$ cat src/rtl/wdt_pkg.sv
package wdt_pkg;
  // Strobes from control to datapath
  typedef struct packed {
    logic clrCnt;   // zero the counter this cycle
    logic advance;  // accept one tick this cycle
  } wdtStrobe_t;
endpackage

$ cat src/rtl/wdt_count_path.sv
module wdt_count_path
  import wdt_pkg::*;
#(
  parameter int CNT_W = 7
) (
  input  logic             clk,
  input  logic             rstN,
  input  wdtStrobe_t       strobe,
  input  logic             cmpWr,
  input  logic [CNT_W-1:0] cmpData,
  output logic             matchHit
);
  localparam logic [CNT_W:0] FULL_WRAP = {1'b1, {CNT_W{1'b0}}};
  localparam logic [CNT_W:0] ONE_EXT   = {{CNT_W{1'b0}}, 1'b1};

  logic [CNT_W-1:0] cnt;
  logic [CNT_W-1:0] cmpReg;
  logic [CNT_W:0]   nextCnt;
  logic [CNT_W:0]   terminal;

  always_comb begin
    nextCnt  = {1'b0, cnt} + ONE_EXT;
    terminal = (cmpReg == '0) ? FULL_WRAP : {1'b0, cmpReg};
    matchHit = strobe.advance && (nextCnt == terminal);
  end

  always_ff @(posedge clk or negedge rstN) begin
    if (!rstN) begin
      cnt    <= '0;
      cmpReg <= '1;
    end else begin
      if (cmpWr) cmpReg <= cmpData;
      if (strobe.clrCnt)       cnt <= '0;
      else if (matchHit)       cnt <= '0;
      else if (strobe.advance) cnt <= nextCnt[CNT_W-1:0];
    end
  end

  // a clear leaves the counter at zero
  assert_clear_zeroes_R3: assert property (@(posedge clk) disable iff (!rstN)
    strobe.clrCnt |=> cnt == '0);
  // counter restarts after a match
  assert_match_restarts_R5: assert property (@(posedge clk) disable iff (!rstN)
    matchHit |=> cnt == '0);
  // nothing moves the counter without a strobe
  assert_hold_without_tick_R9: assert property (@(posedge clk) disable iff (!rstN)
    (!strobe.clrCnt && !strobe.advance) |=> $stable(cnt));
  // an accepted tick adds exactly one
  assert_step_by_one_R1: assert property (@(posedge clk) disable iff (!rstN)
    (strobe.advance && !strobe.clrCnt && !matchHit) |=> cnt == CNT_W'($past(cnt) + 1'b1));
endmodule

$ cat src/rtl/wdt_ctrl.sv
module wdt_ctrl
  import wdt_pkg::*;
#(
  parameter int PULSE_LEN = 16
) (
  input  logic       clk,
  input  logic       rstN,
  input  logic       tickIn,
  input  logic       stopIn,
  input  logic       subClkIn,
  input  logic       clrReq,
  input  logic       ctrlWr,
  input  logic       ctrlEnIn,
  input  logic       irqClr,
  input  logic       matchHit,
  output wdtStrobe_t strobe,
  output logic       irqFlag,
  output logic       wdtResetN,
  output logic       oscOnReq
);
  localparam int PW = $clog2(PULSE_LEN + 1);
  localparam logic [PW-1:0] PULSE_INIT = PW'(PULSE_LEN);
  localparam logic [PW-1:0] PULSE_ONE  = PW'(1);

  logic          enReg;
  logic [PW-1:0] pulseCnt;
  logic          pulseActive;
  logic          startPulse;

  always_comb begin
    pulseActive    = (pulseCnt != '0);
    strobe.clrCnt  = clrReq || pulseActive;
    strobe.advance = tickIn && !stopIn && !clrReq && !pulseActive;
    startPulse     = matchHit && enReg;
    wdtResetN      = !pulseActive;
  end

  always_ff @(posedge clk or negedge rstN) begin
    if (!rstN) begin
      enReg    <= 1'b0;
      pulseCnt <= '0;
      irqFlag  <= 1'b0;
      oscOnReq <= 1'b0;
    end else begin
      if (startPulse || pulseActive) enReg <= 1'b0;
      else if (ctrlWr)               enReg <= ctrlEnIn;

      if (startPulse)       pulseCnt <= PULSE_INIT;
      else if (pulseActive) pulseCnt <= pulseCnt - PULSE_ONE;

      if (startPulse)                oscOnReq <= subClkIn;
      else if (pulseCnt == PULSE_ONE) oscOnReq <= 1'b0;

      if (matchHit && !enReg) irqFlag <= 1'b1;
      else if (irqClr)        irqFlag <= 1'b0;
    end
  end

  // a reset-mode match opens the reset window
  assert_match_resets_R7: assert property (@(posedge clk) disable iff (!rstN)
    startPulse |=> !wdtResetN);
  // enable stays clear while the window is open
  assert_enable_cleared_R7: assert property (@(posedge clk) disable iff (!rstN)
    !wdtResetN |-> !enReg);
  // an interval-mode match raises the flag
  assert_irq_on_match_R5: assert property (@(posedge clk) disable iff (!rstN)
    (matchHit && !enReg) |=> irqFlag);
  // the flag is sticky until cleared
  assert_irq_sticky_R6: assert property (@(posedge clk) disable iff (!rstN)
    (irqFlag && !irqClr) |=> irqFlag);
  // oscillator request only inside the reset window
  assert_osc_in_window_R10: assert property (@(posedge clk) disable iff (!rstN)
    oscOnReq |-> !wdtResetN);
endmodule

$ cat src/rtl/wdt_compare_watchdog.sv
module wdt_compare_watchdog
  import wdt_pkg::*;
#(
  parameter int CNT_W     = 7,
  parameter int PULSE_LEN = 16
) (
  input  logic           clk,
  input  logic           rstN,
  input  logic           tickIn,
  input  logic           stopIn,
  input  logic           subClkIn,
  input  logic           cmpWr,
  input  logic [CNT_W:0] cmpWrData,
  input  logic           ctrlWr,
  input  logic           ctrlEnIn,
  input  logic           irqClr,
  output logic           irqFlag,
  output logic           wdtResetN,
  output logic           oscOnReq
);
  wdtStrobe_t strobe;
  logic       matchHit;
  logic       clrReq;

  assign clrReq = cmpWr && cmpWrData[CNT_W];

  wdt_count_path #(.CNT_W(CNT_W)) i_path (
    .clk     (clk),
    .rstN    (rstN),
    .strobe  (strobe),
    .cmpWr   (cmpWr),
    .cmpData (cmpWrData[CNT_W-1:0]),
    .matchHit(matchHit)
  );

  wdt_ctrl #(.PULSE_LEN(PULSE_LEN)) i_ctrl (
    .clk      (clk),
    .rstN     (rstN),
    .tickIn   (tickIn),
    .stopIn   (stopIn),
    .subClkIn (subClkIn),
    .clrReq   (clrReq),
    .ctrlWr   (ctrlWr),
    .ctrlEnIn (ctrlEnIn),
    .irqClr   (irqClr),
    .matchHit (matchHit),
    .strobe   (strobe),
    .irqFlag  (irqFlag),
    .wdtResetN(wdtResetN),
    .oscOnReq (oscOnReq)
  );
endmodule

$ cat config.mk
export PLATFORM = sky130hd
export DESIGN_NAME = wdt_compare_watchdog
export DESIGN_NICKNAME = d
export VERILOG_FILES = /design/src/rtl/wdt_pkg.sv /design/src/rtl/wdt_count_path.sv /design/src/rtl/wdt_ctrl.sv /design/src/rtl/wdt_compare_watchdog.sv
export SDC_FILE = /design/constraint.sdc
export NUM_CORES = 1
export LEC_CHECK = 0
export BUFFER_PORTS_ARGS = -buffer_cell sky130_fd_sc_hd__buf_2
export CORE_UTILIZATION = 40
export DETAILED_ROUTE_END_ITERATION = 16
export PLACE_DENSITY_LB_ADDON = 0.1
export SLEW_MARGIN = 25
export SYNTH_ARGS = -nofsm -noshare
export SYNTH_HDL_FRONTEND = slang
export SYNTH_HIERARCHICAL = 1
export SYNTH_SLANG_ARGS = --single-unit
export TNS_END_PERCENT = 20
$ cat constraint.sdc
create_clock -name clk -period 2.69 [get_ports clk]
set_input_delay 0.4035 -clock clk [delete_from_list [all_inputs] [get_ports clk]]
set_output_delay 0.4035 -clock clk [all_outputs]
set_load 0.05 [all_outputs]
==> results <==
- The run finished with clean final reports.
- At the worst endpoint, the required time is 2.90 ns.
- The repair_antennas step left the layout with diodes totalling 0.
- The floorplan step set the die width to 58.2 um.
- Counting the buffers created by CTS gives 3.
- Of the synthesized area, sequential elements account for 0.443.
- The total overflow left after global routing is 0.
- The number of vias per cell after detailed routing is 5.07.
- The maximum buffer depth of the clock tree is 2.
- The final setup skew is 0.00836 ns.
- The most repeated cell in the gate-level netlist after synthesis is sky130_fd_sc_hd__dfrtp_1.
- The fraction of the cycle the final worst path needs is 0.878.
- Derived from the worst setup path, the maximum achievable clock frequency is 423 MHz.
- The max-slew violation total from the final report is 0.
- The die covers 3380 um2.
- The number of instances resized during post-cts repair is 0.
- The number of nets handed over by synthesis was 136.
- Detailed routing inserted a total of 923 vias.
- The non-filler instance count after layout is 182.
- The worst register-to-register path has a depth of 10.
- The post-synthesis cell type with the largest combined area is sky130_fd_sc_hd__dfrtp_1.
- Entering global routing, the biggest net connects 23 pins.
- By area, the combinational part of the netlist is dominated by simple AND/OR/NAND/NOR gates.
- The placed instances occupy a cell area of 1430 um2.
- A synthesized cell averages 10.9 um2.
- The number of violations reported at the end of detailed-routing iteration 0 is 24.
- The type of the setup path with the least slack is flip-flop to flip-flop.
- TritonCTS built the clock tree.
- Setup repair after global routing left no endpoint under its margin.
- The worst relative slew slack is 0.666.
- Max-cap violations in this run came to 0.
- The clock transition at the registers of the reported paths is 0.13 ns.
- Detailed placement ended at an HPWL of 1.82 mm.
- The TritonCTS sink count is 22.
- The worst path arrival time is 2.58 ns.
- The kind of path behind the tightest hold check is input pin to async pin.
- CTS placed an instance of sky130_fd_sc_hd__clkbuf_4 at the clock tree root.
- The dominant register cell in the synthesized netlist is sky130_fd_sc_hd__dfrtp_1.
- STA classifies the critical path endpoint as a flip-flop.
- The analysis attributes to cell leakage a power of 0.626 nW.
- The fraction of the mapped netlist area in adder cells is 0.0297.
- The area fraction in compound gates after synthesis was 0.102.
- Counting every instance in the synthesized netlist gives 116.
- Buffers placed on the I/O ports in this run total 19.
- CTS built an H-tree with a depth of 1.
- Of the total synthesized cell area, the portion taken by XOR and XNOR cells is 0.111.
- The first global-routing pass estimated 4.17 mm of wire.
- The final-stage net count is 159.
- In this run, synthesis inferred 0 flip-flops with an integrated enable.
- Including well taps, the total number of placed cells is 178.
- The worst-case IR drop observed on VDD is 0.347 mV.
- The setup fix buffers added after clock tree synthesis is 0.
- In the synthesized netlist, the cells that appear most often are sky130_fd_sc_hd__dfrtp_1, sky130_fd_sc_hd__nand2_1, sky130_fd_sc_hd__mux2_2, sky130_fd_sc_hd__nor2_1, sky130_fd_sc_hd__xnor2_1.
- The basic-gate share of the synthesized area counting and, or, nand and nor cells is 0.200.
- The region available for standard cell placement spans 3030 um2.
- Once layout is done, the placed cells without fillers occupy 1480 um2.
- In this run the core area contains 20 standard-cell rows.
- The first detailed-routing pass took 4 iterations.
- The number of distinct library cell variants in the gate-level netlist after synthesis is 37.
- The worst setup path is launched from a flip-flop.
- The clock latency on the worst-skew pair is 0.31 ns.
- The async set or reset register ratio after synthesis is 1.00.
- The total of endpoints with negative setup slack in the final report is 0.
- The endpoint identified for the worst register-to-register timing path is i_ctrl/enReg$_DFFE_PN0P_.
- Of the cells placed in the final design, the portion with a size suffix greater than 1 is 0.413.
- In the final routed layout, each cell accounts on average for 13.3 um.
- The overall power consumption is 1.01 mW.
- The largest driver fanout on the critical path is 6.
- The number of fill cells is 290.
- In the routed design, unresolved DRC markers number 0.
- The number of antenna violations at the first check in global routing was 0.
- The residual antenna-violating net count after detailed routing is 0.
- The mapped netlist covers 1260 um2.
- At the pin with the least slew margin, the transition time is 0.502 ns.
- For flop-to-flop paths, the worst setup slack is 0.33 ns.
- Measured along the y axis, the die boundary spans 58.2 um.
- The aggregate global-route resource usage is 0.163.
- The via count of the first global-routing pass is 918.
- The number of failing hold endpoints at the final stage is 0.
- The hold-fix buffer count after cts is 0.
- By area the synthesized netlist is led by sky130_fd_sc_hd__dfrtp_1, sky130_fd_sc_hd__dfstp_2, sky130_fd_sc_hd__mux2_2, sky130_fd_sc_hd__xnor2_1, sky130_fd_sc_hd__xor2_1.
- The routed design could run at a clock period as short as 2.36 ns.
- From synthesis to final layout, the design area changed by 17.3%.
- At the end of routability-driven placement, the weighted congestion stood at 0.773.
- The share of synthesized area spent on multiplexers is 0.0803.
- The final setup TNS is 0 ns.
- The share of the synthesized area in the top cell type is 0.297.
- The worst register-to-register path begins at i_ctrl/pulseCnt[0]$_DFFE_PN0P_.
- The post-synthesis register bit count is 22.
- For this configuration, the core starts out at a cell density of 0.417.
- The final routed wirelength across all metal layers is 2.43 mm.
- Dividing total power by cell area gives a power density of 682 nW/um2.
- The number of ports placed on the die boundary is 20.
- Measured on the finished design, the core utilization comes to 0.489.
- The yosys synthesis warning count is 6.
-- layout make-up --
type / count / area, um2 / share of cell area
clock buffer: 3 / 22.5 / 0.0152
clock inverter: 1 / 30.0 / 0.0203
inverter: 7 / 26.3 / 0.0177
multi-input combinational: 84 / 678 / 0.458
sequential: 22 / 559 / 0.378
tap: 44 / 55.1 / 0.0372
timing repair buffer: 21 / 110 / 0.0743
-- stage by stage --
stage,setup WS (ns),hold WS (ns)
final,0.328,0.0394
after global routing,0.122,0.0467
after CTS,0.318,0.0447
after detailed placement,0.336,0.398
after global placement,0.436,0.399
after floorplan,-0.216,0.108
-- cells by family after synthesis --
logic type      count (synthesis)
simple gates                   41
flops                          22
xor+xnor                       16
compound gates                 15
buf+inv                        10
mux                             9
fa+ha+maj                       3
-- worst max-delay path: stages (launching register included) --
cell and delay, ns:
sky130_fd_sc_hd__dfrtp_1 0.43, sky130_fd_sc_hd__inv_2 0.10, sky130_fd_sc_hd__ha_4 0.14, sky130_fd_sc_hd__nor4b_4 0.22
sky130_fd_sc_hd__nand2b_2 0.14, sky130_fd_sc_hd__nor3b_2 0.22, sky130_fd_sc_hd__o211ai_1 0.13, sky130_fd_sc_hd__a2111oi_2 0.26
sky130_fd_sc_hd__o2111a_2 0.33, sky130_fd_sc_hd__nand2_2 0.09, sky130_fd_sc_hd__and3_2 0.20
-- worst max-delay path by stage --
stage	slack [ns]	cells after the start	start	endpoint
after CTS	0.32	10	i_ctrl/pulseCnt[0]$_DFFE_PN0P_	i_ctrl/enReg$_DFFE_PN0P_
after floorplan	-0.22	11	i_ctrl/pulseCnt[0]$_DFFE_PN0P_	i_ctrl/pulseCnt[1]$_DFFE_PN0P_
after global routing	0.12	11	i_ctrl/pulseCnt[1]$_DFFE_PN0P_	i_ctrl/oscOnReq$_DFFE_PN0P_
after detailed placement	0.34	10	i_ctrl/pulseCnt[0]$_DFFE_PN0P_	i_ctrl/enReg$_DFFE_PN0P_
after global placement	0.44	10	i_ctrl/pulseCnt[1]$_DFFE_PN0P_	i_ctrl/enReg$_DFFE_PN0P_
final	0.33	10	i_ctrl/pulseCnt[0]$_DFFE_PN0P_	i_ctrl/enReg$_DFFE_PN0P_
-- routing by layer --
metal / vias to the layer above / share of wire / track usage
met5: - / 0 / 0
met4: 0 / 0.0070 / 0.0714
met3: 2 / 0.030 / 0.0246
met2: 14 / 0.46 / 0.251
met1: 457 / 0.50 / 0.226
li1: 450 / - / -
-- flip-flops by register name, summed over array words and instances, names as in the netlist --
| name | cells |
|---|---|
| i_path/cmpReg | 7 |
| i_path/cnt | 7 |
| i_ctrl/pulseCnt | 5 |
| i_ctrl/enReg | 1 |
| i_ctrl/irqFlag | 1 |
| i_ctrl/oscOnReq | 1 |
-- placed cells by master (no fill, tap or decap), types with 2 or more instances in the layout --
cell type and instances:
sky130_fd_sc_hd__nor2_1 9, sky130_fd_sc_hd__xnor2_1 9, sky130_fd_sc_hd__dfrtp_1 15, sky130_fd_sc_hd__buf_2 19
sky130_fd_sc_hd__a21oi_1 2, sky130_fd_sc_hd__nand3_1 4, sky130_fd_sc_hd__ha_1 2, sky130_fd_sc_hd__dfstp_2 7
sky130_fd_sc_hd__xor2_1 7, sky130_fd_sc_hd__nand2_1 10, sky130_fd_sc_hd__clkbuf_4 3, sky130_fd_sc_hd__inv_1 5
sky130_fd_sc_hd__buf_4 2, sky130_fd_sc_hd__nor3_1 3, sky130_fd_sc_hd__inv_2 2, sky130_fd_sc_hd__mux2_2 9
sky130_fd_sc_hd__o21ai_0 3, sky130_fd_sc_hd__o31ai_1 2, sky130_fd_sc_hd__nand4_1 2
-- power breakdown --
| part | switching (mW) | internal (mW) |
|---|---|---|
| clock network | 0.102 | 0.151 |
| registers | 0.0599 | 0.384 |
| logic | 0.163 | 0.151 |
| total | 0.325 | 0.686 |
Note: power is estimated with default switching activity, not from simulation.
